$ cat src/rtl/wdog_pkg.sv
package wdog_pkg;
  typedef enum logic {
    TAP_FAST = 1'b0,
    TAP_SLOW = 1'b1
  } tap_e;
endpackage

$ cat src/rtl/wdog_prescaler.sv
module wdog_prescaler #(
  parameter int SHORT_LOG2 = 11,
  parameter int LONG_LOG2  = 14
) (
  input  logic            clk,
  input  logic            rst,
  input  wdog_pkg::tap_e  tap_sel,
  output logic            tick
);
  localparam int PW = LONG_LOG2;

  logic [PW-1:0] pre_q;
  logic [1:0]    tap_hit;

  always_ff @(posedge clk) begin
    if (rst) pre_q <= '0;
    else     pre_q <= pre_q + 1'b1;
  end

  generate
    if (SHORT_LOG2 < LONG_LOG2) begin : g_split
      assign tap_hit[0] = &pre_q[SHORT_LOG2-1:0];
    end else begin : g_same
      assign tap_hit[0] = &pre_q;
    end
  endgenerate
  assign tap_hit[1] = &pre_q;

  always_comb begin
    tick = (tap_sel == wdog_pkg::TAP_SLOW) ? tap_hit[1] : tap_hit[0];
  end
endmodule

$ cat src/rtl/wdog_ctl_reg.sv
module wdog_ctl_reg #(
  parameter int DATA_W  = 8,
  parameter int SEL_BIT = 3
) (
  input  logic              clk,
  input  logic              rst,
  input  logic              we,
  input  logic [DATA_W-1:0] wdata,
  output logic [DATA_W-1:0] rdata,
  output wdog_pkg::tap_e    tap_sel
);
  logic sel_q;

  always_ff @(posedge clk) begin
    if (rst)     sel_q <= 1'b0;
    else if (we) sel_q <= wdata[SEL_BIT];
  end

  generate
    for (genvar b = 0; b < DATA_W; b++) begin : g_rd
      if (b == SEL_BIT) begin : g_sel
        assign rdata[b] = sel_q;
      end else begin : g_zero
        assign rdata[b] = 1'b0;
      end
    end
  endgenerate

  assign tap_sel = sel_q ? wdog_pkg::TAP_SLOW : wdog_pkg::TAP_FAST;
endmodule

$ cat src/rtl/wdog_counter.sv
module wdog_counter #(
  parameter int CNT_W = 4
) (
  input  logic clk,
  input  logic rst,
  input  logic en,
  input  logic clr,
  input  logic tick,
  input  logic hold,
  output logic wrap
);
  localparam logic [CNT_W-1:0] CNT_MAX = {CNT_W{1'b1}};

  logic [CNT_W-1:0] cnt_q;
  logic             adv;

  assign adv  = en && tick && !clr && !hold;
  assign wrap = adv && (cnt_q == CNT_MAX);

  always_ff @(posedge clk) begin
    if (rst)      cnt_q <= '0;
    else if (clr) cnt_q <= '0;
    else if (adv) cnt_q <= cnt_q + 1'b1;
  end
endmodule

$ cat src/rtl/wdog_pulse.sv
module wdog_pulse #(
  parameter int PULSE_LEN = 4
) (
  input  logic clk,
  input  logic rst,
  input  logic start,
  output logic req
);
  localparam int PCW = (PULSE_LEN > 1) ? $clog2(PULSE_LEN) : 1;
  localparam logic [PCW-1:0] RELOAD = PCW'(PULSE_LEN - 1);

  logic [PCW-1:0] left_q;
  logic           req_q;

  always_ff @(posedge clk) begin
    if (rst) begin
      left_q <= '0;
      req_q  <= 1'b0;
    end else if (left_q != '0) begin
      left_q <= left_q - 1'b1;
      req_q  <= 1'b1;
    end else if (start && !req_q) begin
      left_q <= RELOAD;
      req_q  <= 1'b1;
    end else begin
      req_q  <= 1'b0;
    end
  end

  assign req = req_q;
endmodule

$ cat src/rtl/wdog_timer.sv
module wdog_timer #(
  parameter int CTL_W      = 8,
  parameter int SEL_BIT    = 3,
  parameter int CNT_W      = 4,
  parameter int SHORT_LOG2 = 11,
  parameter int LONG_LOG2  = 14,
  parameter int PULSE_LEN  = 4
) (
  input  logic             clk,
  input  logic             rst,
  input  logic             wdt_en,
  input  logic             clr_wdt,
  input  logic             ctl_we,
  input  logic [CTL_W-1:0] ctl_wdata,
  output logic [CTL_W-1:0] ctl_rdata,
  output logic             rst_req
);
  wdog_pkg::tap_e tap_sel;
  logic           tick;
  logic           wrap;
  logic           busy;

  wdog_ctl_reg #(.DATA_W(CTL_W), .SEL_BIT(SEL_BIT)) u_ctl (
    .clk(clk), .rst(rst), .we(ctl_we), .wdata(ctl_wdata),
    .rdata(ctl_rdata), .tap_sel(tap_sel)
  );

  wdog_prescaler #(.SHORT_LOG2(SHORT_LOG2), .LONG_LOG2(LONG_LOG2)) u_pre (
    .clk(clk), .rst(rst), .tap_sel(tap_sel), .tick(tick)
  );

  wdog_counter #(.CNT_W(CNT_W)) u_cnt (
    .clk(clk), .rst(rst), .en(wdt_en), .clr(clr_wdt),
    .tick(tick), .hold(busy), .wrap(wrap)
  );

  wdog_pulse #(.PULSE_LEN(PULSE_LEN)) u_pulse (
    .clk(clk), .rst(rst), .start(wrap), .req(busy)
  );

  assign rst_req = busy;
endmodule

$ cat config.mk
export PLATFORM = sky130hd
export DESIGN_NAME = wdog_timer
export DESIGN_NICKNAME = d
export VERILOG_FILES = /design/src/rtl/wdog_pkg.sv /design/src/rtl/wdog_prescaler.sv /design/src/rtl/wdog_ctl_reg.sv /design/src/rtl/wdog_counter.sv /design/src/rtl/wdog_pulse.sv /design/src/rtl/wdog_timer.sv
export SDC_FILE = /design/constraint.sdc
export NUM_CORES = 1
export LEC_CHECK = 0
export ABC_AREA = 1
export BUFFER_PORTS_ARGS = -buffer_cell sky130_fd_sc_hd__buf_2
export CORE_MARGIN = 2
export CORE_UTILIZATION = 55
export DETAILED_ROUTE_END_ITERATION = 10
export GPL_ROUTABILITY_DRIVEN = 0
export PLACE_DENSITY_LB_ADDON = 0.3
export SYNTH_ARGS = -nofsm -noshare
export SYNTH_HDL_FRONTEND = slang
export SYNTH_SLANG_ARGS = --single-unit
export TNS_END_PERCENT = 10
$ cat constraint.sdc
create_clock -name clk -period 4.28 [get_ports clk]
set_input_delay 0.214 -clock clk [delete_from_list [all_inputs] [get_ports clk]]
set_output_delay 0.214 -clock clk [all_outputs]
set_load 0.02 [all_outputs]
; ---- After elaboration in Yosys (flattened, before gate mapping)
; Index checks and enable logic that the tools add are counted.
[totals]
elab_cells = 27
inputBits = 13
reg_bits = 22
[op_classes]
n_mux = 6
add_sub_neg = 3
eq_ne = 1
n_reduce_logical = 12
[op_table]
columns = operator, count
row1 = 14-bit by 1-bit adder with 14-bit output (second input constant), 1
row2 = 14-bit AND reduction, 1
row3 = 11-bit AND reduction, 1
row4 = 1-bit logical AND, 5
row5 = 4-bit by 1-bit adder with 4-bit output (second input constant), 1
row6 = 4-bit equality test (second input constant), 1
row7 = 1-bit 2-to-1 mux, 4
row8 = 2-bit 2-to-1 mux, 2
row9 = 2-bit nonzero test, 2
row10 = 1-bit logical NOT, 2
row11 = 2-bit OR reduction, 1
row12 = 2-bit by 1-bit subtractor with 2-bit output (second input constant), 1

; ---- Logic depth before layout (Yosys ltp)
; Gate-level depths: netlist of the first run.
[logic_depth]
depth_word = 9
ltp_mapped = 9
depth_no_buf = 9

; ---- Modules after synthesis
; A second synthesis of the first run with hierarchy kept.
[unflattened]
cells_unflattened = 174
hier_area_um2 = 1207.4
[by_module_without_submodules]
columns = module, n_inst, area_per_inst_um2, cells_each
row1 = wdog_prescaler, 1, 709.4, 102
row2 = wdog_counter, 1, 251.5, 36
row3 = wdog_pulse, 1, 137.6, 20
row4 = wdog_ctl_reg, 1, 108.9, 16

; ---- Worst setup path before layout of the first run
; No wires, ideal clock.
[synth_timing]
kind = flip-flop to flip-flop
start = reg u_pre.pre_q[0]
end = reg u_pulse.left_q[1]
t_required_ns = 4.165
arrival_ns = 1.227
setup_slack_ns = 2.938
path_stages_with_launch = 9
cell_sequence = dfxtp_1 -> ha_1 -> nand2_1 -> nor2_4 -> and2_1 -> buf_6 -> nand3_4 -> a21oi_1 -> nor2_1
[synth_via]
elab_chain_len = 8
word_cells_on_any_way = 9
[synth_lines]
columns = item, line_no
row1 = start: declaration, wdog_prescaler.sv:12  ; logic [PW-1:0] pre_q;
row2 = start signal: assignment, wdog_prescaler.sv:17  ; else pre_q <= pre_q + 1'b1;
row3 = 14-bit AND reduction or 11-bit AND reduction (tied branches), "wdog_prescaler.sv:27, wdog_prescaler.sv:22"
row4 = 1-bit 2-to-1 mux (*), wdog_prescaler.sv:30  ; tick = (tap_sel == wdog_pkg::TAP_SLOW) ? tap_hit[1] : tap_hit[0];
row5 = 1-bit logical AND (*) (3 in series), wdog_counter.sv:17  ; assign adv = en && tick && !clr && !hold;
row6 = 1-bit logical AND (*), wdog_counter.sv:18  ; assign wrap = adv && (cnt_q == CNT_MAX);
row7 = 1-bit logical AND (*), wdog_pulse.sv:22  ; end else if (start && !req_q) begin
row8 = 2-bit nonzero test (no source line) (*), --
row9 = end signal: assignment, wdog_pulse.sv:20  ; left_q <= left_q - 1'b1;
row10 = end: declaration, wdog_pulse.sv:12  ; logic [PCW-1:0] left_q;
; Every way passes the cells marked *; elsewhere a longest branch is shown, timed or not.
; A chain may end at the register's enable or synchronous reset.

; ---- Final worst setup path of the first run
; Ends and elaborated chain as after synthesis.

==> impl_metrics.py, run 1 <==
metrics = {
    "run_status": {
        "status": "finished clean",
    },
    "timing": {
        "fmax_ghz": 0.6292,
        "rsz_0062_raised_after_global_routing": "no",
        "finalSetupViolations": 0,
        "period_needed_ns": 1.589,
        "largest_clock_skew_in_the_final_design_ns": 0.002701,
        "tns_ns": 0,
        "final_max_slew_viol_count": 0,
        "setup_ws_ns": 2.691,
        "timing.final.crit_share_pct": 37.13,
        "hold_viol_final": 0,
    },
    "placement": {
        "io_buffers": 7,
        "preCtsSetupSlack_ns": 2.695,
        "post-place-cells": 197,
        "dpl-instance-area_mm2": 0.001174,
        "place_hpwl_um": 1507,
    },
    "worst_setup_path": {
        "critPathMaxFanout": 7,
        "cp-start-kind": "register",
        "worst_setup_path_end_kind": "register",
        "worstPathRequired_ns": 4.49,
        "path_class": "register to register",
        "critical_path_at_ns": 1.80,
    },
    "global_routing": {
        "largest_net_degree_at_the_start_of_global_routing": 13,
        "first_pass_grt_wire_length_um": 3415,
        "first_global_vias": 873,
        "grt_use_total_pct": 17.62,
        "grt_antenna_before_repair": 0,
        "global_route.overflow_total": 0,
    },
    "cts": {
        "tritoncts_clock_tree": "done",
        "post-cts-setup-buffer-count": 0,
        "ctsRootBufferMaster": "sky130_fd_sc_hd__clkbuf_4",
        "cts_made_buffers": 3,
        "ctsResizeCount": 0,
        "clk_transition_reported_paths_ns": 0.12,
        "clock_tree.htree_level_count": 1,
        "post_cts_hold_buffer_count": 0,
        "clock_sinks": 22,
        "worst_skew_pair_latency_ns": 0.30,
        "cts.path.max_buffers": 2,
    },
    "final_layout": {
        "layoutNonFillerInstCount": 200,
        "fill_cells": 199,
        "proportion_of_layout_cells_with_a_drive_suffix_above_1_pct": 11.56,
        "final_core_utilization_pct": 60.35,
        "fin_area_mm2": 0.001196,
        "areaGrowthSynthToFinish_pct": 3.352,
        "num_antenna_cells": 0,
        "finish.net_count": 191,
    },
    "floorplan": {
        "die_area_mm2": 0.002487,
        "top_level_ports": 22,
        "placementRows": 16,
        "die_width_um": 49.87,
        "fp.dieH_um": 49.87,
        "starting_density_pct": 58.40,
        "placeableCoreArea_mm2": 0.001982,
    },
    "logic_synthesis": {
        "synth_flop_cell": "sky130_fd_sc_hd__dfxtp_1",
        "synth_area_leader_cell": "sky130_fd_sc_hd__dfxtp_1",
        "synthDistinctLibCells": 26,
        "synth-edff-count": 0,
        "seq_area_frac_synth_pct": 38.05,
        "syn-instance-count": 167,
        "synth-async-reset-ratio_pct": 0,
        "synth.cell_area_mm2": 0.001157,
        "syn_avg_cell_area_um2": 6.930,
        "postSynthRegisterBits": 22,
        "post_synth_main_area_contributors": "sky130_fd_sc_hd__dfxtp_1, sky130_fd_sc_hd__nand2_1, sky130_fd_sc_hd__nor2_1",
        "synthesis.yosys.warnings": 0,
        "post-synth-top-area-fraction_pct": 38.05,
    },
    "routing": {
        "wire_per_inst_um": 9.530,
        "drtAntennaViolNets": 0,
        "viasPerCell": 4.780,
        "drc": 0,
        "drtIter0Drc": 19,
        "drt_wl_total_um": 1906,
        "route.vias.total": 956,
        "dr.pass1.iters": 4,
    },
    "flow_run": {
        "drv.max_cap_violation_count": 0,
    },
    "min_path": {
        "worst_hold_path_type": "primary input to register",
    },
    "pwr": {
        "p_leak_nw": 0.5499,
        "power-per-cell-area_mw_per_mm2": 335.8,
        "vdd_drop_max_v": 0.0002601,
    },
}
==> critical path, stage by stage (launching register included) <==
cell and delay, ns:
sky130_fd_sc_hd__dfxtp_1 0.37, sky130_fd_sc_hd__ha_1 0.17, sky130_fd_sc_hd__nand2_1 0.10, sky130_fd_sc_hd__nor2_4 0.15
sky130_fd_sc_hd__and2_1 0.35, sky130_fd_sc_hd__nand3_4 0.14, sky130_fd_sc_hd__a21oi_1 0.15, sky130_fd_sc_hd__nor2_1 0.06
==> logic make-up (layout without fill, tap and decap cells) <==
family | Yosys count | after routing | share of synthesized area, %
and+or+nand+nor | 84 | 84 | 33.52
DFF | 22 | 22 | 38.05
buffers and inverters | 37 | 37 | 15.24
AOI/OAI and AO/OA | 19 | 19 | 8.865
other | 1 | 7 | 0.3240
xor gates and xnor gates | 1 | 1 | 0.7569
adders and majority gates | 3 | 3 | 3.244
==> placed cells by master, fill, tap and decap left out <==
master,netlist,final
sky130_fd_sc_hd__xor2_1,1,1
sky130_fd_sc_hd__o21ai_0,2,2
sky130_fd_sc_hd__nand3_1,12,12
sky130_fd_sc_hd__a311oi_1,1,1
sky130_fd_sc_hd__nor2_2,1,1
sky130_fd_sc_hd__nor2_1,27,27
sky130_fd_sc_hd__o21a_1,1,1
sky130_fd_sc_hd__conb_1,1,7
sky130_fd_sc_hd__dfxtp_1,22,22
sky130_fd_sc_hd__nand2_2,3,3
sky130_fd_sc_hd__a21oi_1,11,11
sky130_fd_sc_hd__inv_1,25,25
sky130_fd_sc_hd__nor2_4,2,2
sky130_fd_sc_hd__ha_1,3,3
sky130_fd_sc_hd__nor3_1,2,2
sky130_fd_sc_hd__and2_1,1,1
sky130_fd_sc_hd__nand3_2,1,1
sky130_fd_sc_hd__clkbuf_4,0,3
sky130_fd_sc_hd__a31oi_1,1,1
sky130_fd_sc_hd__inv_2,2,2
sky130_fd_sc_hd__nand2_1,31,31
sky130_fd_sc_hd__nand3_4,1,1
sky130_fd_sc_hd__o21ai_1,3,3
sky130_fd_sc_hd__nand4_1,3,3
sky130_fd_sc_hd__buf_2,0,7
==> cell usage after synthesis, types with 2 or more instances <==
cell type and n:
sky130_fd_sc_hd__nand3_1 12, sky130_fd_sc_hd__nand4_1 3, sky130_fd_sc_hd__nand2_1 31, sky130_fd_sc_hd__nand2_2 3, sky130_fd_sc_hd__buf_4 8, sky130_fd_sc_hd__dfxtp_1 22
sky130_fd_sc_hd__nor3_1 2, sky130_fd_sc_hd__o21ai_0 2, sky130_fd_sc_hd__a21oi_1 11, sky130_fd_sc_hd__nor2_1 27, sky130_fd_sc_hd__nor2_4 2, sky130_fd_sc_hd__inv_1 25
sky130_fd_sc_hd__ha_1 3, sky130_fd_sc_hd__inv_2 2, sky130_fd_sc_hd__o21ai_1 3
==> layer usage <==
| metal | share of wire, % | GRT usage, % | vias to the layer above |
|---|---|---|---|
| li1 | - | - | 520 |
| met1 | 51 | 22.16 | 418 |
| met2 | 45 | 29.33 | 14 |
| met3 | 3.0 | 3.636 | 4 |
| met4 | 1.4 | 6.944 | 0 |
| met5 | 0 | 0 | - |
==> final cells by class <==
cell class	count	area, µm²	share of cell area (%)
Timing Repair Buffer	7	35.03	2.929
Sequential cell	22	440.4	36.82
Clock buffer	3	22.52	1.883
Inverter	27	101.3	8.473
Multi-Input combinational cell	114	563.0	47.07
Tap cell	27	33.78	2.824
==> flip-flops by register name, summed over array words and instances (netlist names) <==
register and flops:
u_cnt.cnt_q 4, u_ctl.sel_q 1, u_pre.pre_q 14, u_pulse.left_q 2
u_pulse.req 1
==> report_power, final <==
part	switching, mW	internal (mW)	total [mW]
registers	0.00556	0.220	0.226
clock network	0.0599	0.0329	0.0927
logic	0.0527	0.0306	0.0833
total	0.118	0.283	0.402
==> worst paths after layout <==
check / to / slack (ns) / cells after the start / from
min: u_ctl.sel_q / 0.14 / 3 / ctl_wdata[3]
min reg2reg: u_pre.pre_q[0] / 0.46 / 1 / u_pre.pre_q[0]
max reg2reg: u_pulse.left_q[1] / 2.69 / 7 / u_pre.pre_q[0]
max: u_pulse.left_q[1] / 2.69 / 7 / u_pre.pre_q[0]
==> per-stage QoR <==
stage	hold WS [ns]	total power, mW
floorplan	0.3526	0.3016
global placement	0.4273	0.3083
detailed placement	0.4415	0.3139
CTS	0.1355	0.4038
global route	0.1598	0.4230
finish	0.1357	0.4016
(Power assumes the default switching activity.)
==> run 2: changes to the inputs <==
- CORE_UTILIZATION: 55 -> 53
- clock period: 4.28 -> 1.65 ns (I/O delays scaled with it)
==> run 2 against run 1 <==
Compared with the run above:
- count of clock-buffer cells in the layout unchanged
- register-to-register slack got worse by 2.5 ns
- clock skew up 0.0096 ns
- hold slack worse by 0.12 ns
- maximum frequency is 6.3% higher
- cell count grew 1.5%
- sequential power increased to 2.6 times the previous value
- clock power increased to 4.4 times the previous value
==> impl_metrics.py, run 2 (synthesis results as in run 1) <==
metrics = {
    "timing": {
        "rsz_0062_raised_after_global_routing": "no",
        "timing.final.crit_share_pct": 90.64,
        "final_max_slew_viol_count": 0,
        "hold_viol_final": 0,
        "largest_clock_skew_in_the_final_design_ns": 0.01229,
        "fmax_ghz": 0.6686,
        "tns_ns": 0,
        "setup_ws_ns": 0.1544,
        "finalSetupViolations": 0,
        "period_needed_ns": 1.496,
    },
    "routing": {
        "viasPerCell": 4.847,
        "drtIter0Drc": 22,
        "dr.pass1.iters": 4,
        "drtAntennaViolNets": 0,
        "wire_per_inst_um": 10.05,
        "route.vias.total": 984,
        "drt_wl_total_um": 2041,
        "drc": 0,
    },
    "placement": {
        "dpl-instance-area_mm2": 0.001181,
        "io_buffers": 7,
        "place_hpwl_um": 1598,
        "preCtsSetupSlack_ns": 0.1482,
    },
    "floorplan": {
        "starting_density_pct": 57.81,
        "die_width_um": 50.73,
        "placeableCoreArea_mm2": 0.002002,
        "die_area_mm2": 0.002574,
        "fp.dieH_um": 50.73,
        "top_level_ports": 22,
        "placementRows": 16,
    },
    "final_layout": {
        "fin_area_mm2": 0.001245,
        "proportion_of_layout_cells_with_a_drive_suffix_above_1_pct": 13.07,
        "largest_reg_flops": 14,
        "num_antenna_cells": 0,
        "layout_commonest_cell": "sky130_fd_sc_hd__nand2_1",
        "mostFrequentLayoutCells": "sky130_fd_sc_hd__nand2_1, sky130_fd_sc_hd__nor2_1, sky130_fd_sc_hd__inv_1",
        "reg_top3": "u_pre.pre_q x14, u_cnt.cnt_q x4, u_pulse.left_q x2",
        "largest-register": "u_pre.pre_q",
        "fill_cells": 190,
        "finish.net_count": 193,
        "areaGrowthSynthToFinish_pct": 7.567,
    },
    "flow_run": {
        "drv.max_cap_violation_count": 0,
    },
    "min_path": {
        "worst_hold_path_type": "primary input to register",
    },
    "worst_setup_path": {
        "path_class": "register to register",
        "cp-start-kind": "register",
        "critical_path.slowest_cell": "sky130_fd_sc_hd__dfxtp_1",
        "worst_setup_path_end_kind": "register",
        "critPathMaxFanout": 5,
        "worstPathRequired_ns": 1.90,
        "cp_cell_sequence": "ha_1, nand2_1, nor2_4, buf_4, nand3_1, nor2_1, nand3_1, nand2_1, inv_1, nor2_1",
        "r2r_setup_slack_ns": 0.15,
        "max_stage_delay_ns": 0.37,
        "critical_path_at_ns": 1.75,
    },
    "pwr": {
        "totalPowerFinal_mw": 1.216,
        "p_leak_nw": 0.5745,
        "power-per-cell-area_mw_per_mm2": 976.7,
        "vdd_drop_max_v": 0.0008363,
    },
    "cts": {
        "clock_tree.htree_level_count": 1,
        "cts_made_buffers": 3,
        "clk_transition_reported_paths_ns": 0.13,
        "post-cts-setup-buffer-count": 0,
        "cts.path.max_buffers": 2,
        "ctsRootBufferMaster": "sky130_fd_sc_hd__clkbuf_4",
        "tritoncts_clock_tree": "done",
        "worst_skew_pair_latency_ns": 0.31,
        "clock_sinks": 22,
    },
    "global_routing": {
        "largest_net_degree_at_the_start_of_global_routing": 14,
        "first_pass_grt_wire_length_um": 3670,
        "global_route.overflow_total": 0,
        "grt_use_total_pct": 18.77,
        "first_global_vias": 885,
        "grt_antenna_before_repair": 0,
    },
    "run_status": {
        "status": "finished clean",
    },
}
==> run 2: metal layers <==
metal,track usage (%),up-vias,part of all wire [%]
met4,4.054,0,0.78
met3,6.548,2,6.6
li1,-,527,-
met1,24.39,428,46
met2,30.04,27,47
met5,0,-,0
==> run 2: critical path: cells and delay by family (launching register included) <==
kind | cells | cell delay [ns]
adders and majority gates | 1 | 0.18
buffers and inverters | 2 | 0.17
DFF | 1 | 0.37
and+or+nand+nor | 7 | 0.70
==> run 2: final timing paths <==
| check | startpoint | depth (start not counted) | endpoint |
|---|---|---|---|
| worst max-delay path | u_pre.pre_q[0] | 10 | u_cnt.cnt_q[3] |
| worst max register to register | u_pre.pre_q[0] | 10 | u_cnt.cnt_q[3] |
| worst min-delay path | ctl_we | 3 | u_ctl.sel_q |
| worst min register to register | u_pre.pre_q[0] | 1 | u_pre.pre_q[0] |
==> run 2: cell type report <==
cell class                      instances  area (µm²)  share of cell area, %
Sequential cell                        22       440.4                  35.38
Inverter                               27       101.3                  8.141
Clock buffer                            3       22.52                  1.809
Timing Repair Buffer                    9       52.55                  4.221
Clock inverter                          1       30.03                  2.412
Multi-Input combinational cell        114       564.3                  45.33
Tap cell                               27       33.78                  2.714
==> run 2: stage by stage <==
| step | hold slack (ns) | utilization (%) | instances |
|---|---|---|---|
| final | 0.01764 | 62.19 | 203 |
| after global routing | 0.003688 | 62.19 | 203 |
| after CTS | 0.007374 | 62.13 | 203 |
| after detailed placement | 0.3338 | 59.00 | 198 |
| after global placement | 0.3150 | 59.00 | 198 |
| after floorplan | 0.2211 | - | 173 |
==> run 2: repair_timing <==
item	in CTS	in global routing
setup endpoints to repair	0	1
endpoints found under the hold margin	1	0
hold buffers	1	0
resized for setup	0	1
==> run 2: power breakdown <==
| part | leakage (nW) | total, mW | internal [mW] | switching (mW) |
|---|---|---|---|---|
| logic | 0.368 | 0.219 | 0.0812 | 0.137 |
| clock network | 0.0279 | 0.410 | 0.246 | 0.164 |
| registers | 0.179 | 0.587 | 0.571 | 0.0163 |
==> run 3: changes to the inputs <==
- SETUP_SLACK_MARGIN: default -> 0.2
- SLEW_MARGIN: default -> 20
==> run 3 against run 2 <==
Compared with the run above:
- combinational power barely moved
- setup slack improved by 0.13 ns
- flip-flop and latch count did not move
- via count rose by 1.9%
- non-clock buffer count rose by 1
- largest power group unchanged
- highest routed layer unchanged
==> impl_metrics.py, run 3 (synthesis results as in run 1) <==
metrics = {
    "worst_setup_path": {
        "critical_path.most_common_cell": "sky130_fd_sc_hd__nand3_1",
        "critPathMaxFanout": 3,
        "worst-path-stages": 10,
        "worst_setup_path_endpoint": "u_cnt.cnt_q[3]",
        "r2r_start": "u_pre.pre_q[0]",
        "startpoint": "u_pre.pre_q[0]",
        "worst_setup_path_end_kind": "register",
        "cp_cell_sequence": "ha_4, nand2_2, nor2_4, buf_6, nand3_1, nor2_2, nand3_1, nand2_1, inv_1, nor2_1",
        "critical_path_at_ns": 1.62,
        "max_stage_delay_ns": 0.38,
        "worstPathRequired_ns": 1.90,
        "cp-start-kind": "register",
        "worst_path_dominant_cell_family": "simple AND/OR/NAND/NOR gates",
        "r2r.worst_path.cells": 10,
        "path_class": "register to register",
        "rr_endpoint": "u_cnt.cnt_q[3]",
        "r2r_setup_slack_ns": 0.28,
        "critical_path_buf_inv_count": 2,
        "critical_path.slowest_cell": "sky130_fd_sc_hd__dfxtp_2",
    },
    "pwr": {
        "power.clock.fraction_pct": 33.5,
        "power_frac_comb_pct": 18.1,
        "p_int_uw": 900.7,
        "power.switching_uw": 318.6,
        "vdd_drop_max_v": 0.0008376,
        "totalPowerFinal_mw": 1.219,
        "sequential_group_share_of_total_power_pct": 48.4,
        "power-per-cell-area_mw_per_mm2": 954.4,
        "p_sw_share_pct": 26.13,
        "p_leak_nw": 0.5816,
    },
    "floorplan": {
        "placeableCoreArea_mm2": 0.002002,
        "placementRows": 16,
        "top_level_ports": 22,
        "starting_density_pct": 57.81,
        "die_area_mm2": 0.002574,
        "fp.dieH_um": 50.73,
        "die_width_um": 50.73,
    },
    "timing": {
        "final_max_slew_viol_count": 0,
        "period_needed_ns": 1.367,
        "setup_ws_ns": 0.2833,
        "fin_hold_ws_ns": 0.01829,
        "timing.final.crit_share_pct": 82.83,
        "largest_clock_skew_in_the_final_design_ns": 0.01073,
        "tns_ns": 0,
        "fmax_ghz": 0.7317,
        "rsz_0062_raised_after_global_routing": "yes",
        "hold_viol_final": 0,
        "finalSetupViolations": 0,
    },
    "routing": {
        "wire_per_inst_um": 10.14,
        "route.vias.total": 1003,
        "met2_wire_len_um": 984,
        "route.met3.wl_um": 165,
        "drtIter0Drc": 25,
        "drc": 0,
        "viasPerCell": 4.917,
        "wl_met1_um": 903,
        "drt_wl_total_um": 2069,
        "drtAntennaViolNets": 0,
        "dr.pass1.iters": 4,
        "top_metal_used": "met4",
    },
    "final_layout": {
        "finish.net_count": 194,
        "areaGrowthSynthToFinish_pct": 10.38,
        "largest-register": "u_pre.pre_q",
        "layout_commonest_cell": "sky130_fd_sc_hd__nand2_1",
        "proportion_of_layout_cells_with_a_drive_suffix_above_1_pct": 16.95,
        "mostFrequentLayoutCells": "sky130_fd_sc_hd__nand2_1, sky130_fd_sc_hd__nor2_1, sky130_fd_sc_hd__inv_1",
        "layoutNonFillerInstCount": 204,
        "num_antenna_cells": 0,
        "reg_top3": "u_pre.pre_q x14, u_cnt.cnt_q x4, u_pulse.left_q x2",
        "largest_reg_flops": 14,
    },
    "global_routing": {
        "global_route.overflow_total": 0,
        "first_pass_grt_wire_length_um": 3691,
        "grt_antenna_before_repair": 0,
        "first_global_vias": 888,
        "largest_net_degree_at_the_start_of_global_routing": 14,
        "grt_use_total_pct": 18.83,
    },
    "cts": {
        "worst_skew_pair_latency_ns": 0.31,
        "clock_tree.htree_level_count": 1,
        "cts.path.max_buffers": 2,
        "ctsRootBufferMaster": "sky130_fd_sc_hd__clkbuf_4",
        "clk_transition_reported_paths_ns": 0.13,
        "cts_made_buffers": 3,
        "tritoncts_clock_tree": "done",
        "clock_sinks": 22,
    },
    "flow_run": {
        "drv.max_cap_violation_count": 0,
    },
    "min_path": {
        "worst_hold_path_type": "primary input to register",
    },
    "run_status": {
        "status": "finished clean",
    },
    "placement": {
        "post-place-cells": 198,
        "io_buffers": 7,
        "preCtsSetupSlack_ns": 0.1482,
        "place_hpwl_um": 1598,
    },
}
==> run 3: final cells by class <==
class                   count  area (µm²)
clock inverters             1       30.03
well taps                  27       33.78
inverters                  27       101.3
flip-flops and latches     22       444.2
fillers                   194       724.4
multi-input cells         114       581.8
clock buffers               3       22.52
repair buffers             10       63.81
==> run 3: power by group through the flow <==
| stage | Sequential (mW) | Clock (mW) | Combinational (mW) |
|---|---|---|---|
| after detailed placement | 0.600 | 0 | 0.217 |
| final | 0.590 | 0.408 | 0.221 |
| after CTS | 0.588 | 0.424 | 0.219 |
| after global routing | 0.594 | 0.450 | 0.248 |
| after global placement | 0.597 | 0 | 0.205 |
| after floorplan | 0.608 | 0 | 0.174 |
==> run 3: worst min-delay path by stage <==
stage	startpoint	endpoint	cells after the start
2_1_floorplan	ctl_wdata[3]	u_ctl.sel_q	2
3_3_place_gp	ctl_wdata[3]	u_ctl.sel_q	3
3_5_place_dp	ctl_wdata[3]	u_ctl.sel_q	3
4_1_cts	ctl_we	u_ctl.sel_q	3
5_1_grt	ctl_we	u_ctl.sel_q	3
6_report	ctl_we	u_ctl.sel_q	3
==> run 3: timing repair <==
item | 4_1_cts | 5_1_grt
setup buffers | 0 | 1
gates resized for setup | 1 | 8
hold buffers | 1 | 0
pin swaps | 0 | 5
endpoints found under the setup margin | 8 | 8
hold endpoints to repair | 1 | 0
==> run 3: stage by stage <==
step	util [%]	instance area, µm²
global placement	59.00	1181
detailed placement	59.00	1181
finish	63.81	1277
CTS	62.19	1245
floorplan	-	1180
global route	63.81	1277
==> run 3: metal layers <==
metal / vias to the layer above / global-route usage, %
met2: 34 / 30.26
met3: 2 / 6.548
li1: 530 / -
met4: 0 / 4.054
met5: - / 0
met1: 437 / 24.39
==> run 3: worst min-delay path, cell delays in order <==
cell and delay, ns:
sky130_fd_sc_hd__buf_2 0.09, sky130_fd_sc_hd__a21oi_1 0.06, sky130_fd_sc_hd__nor2_1 0.07
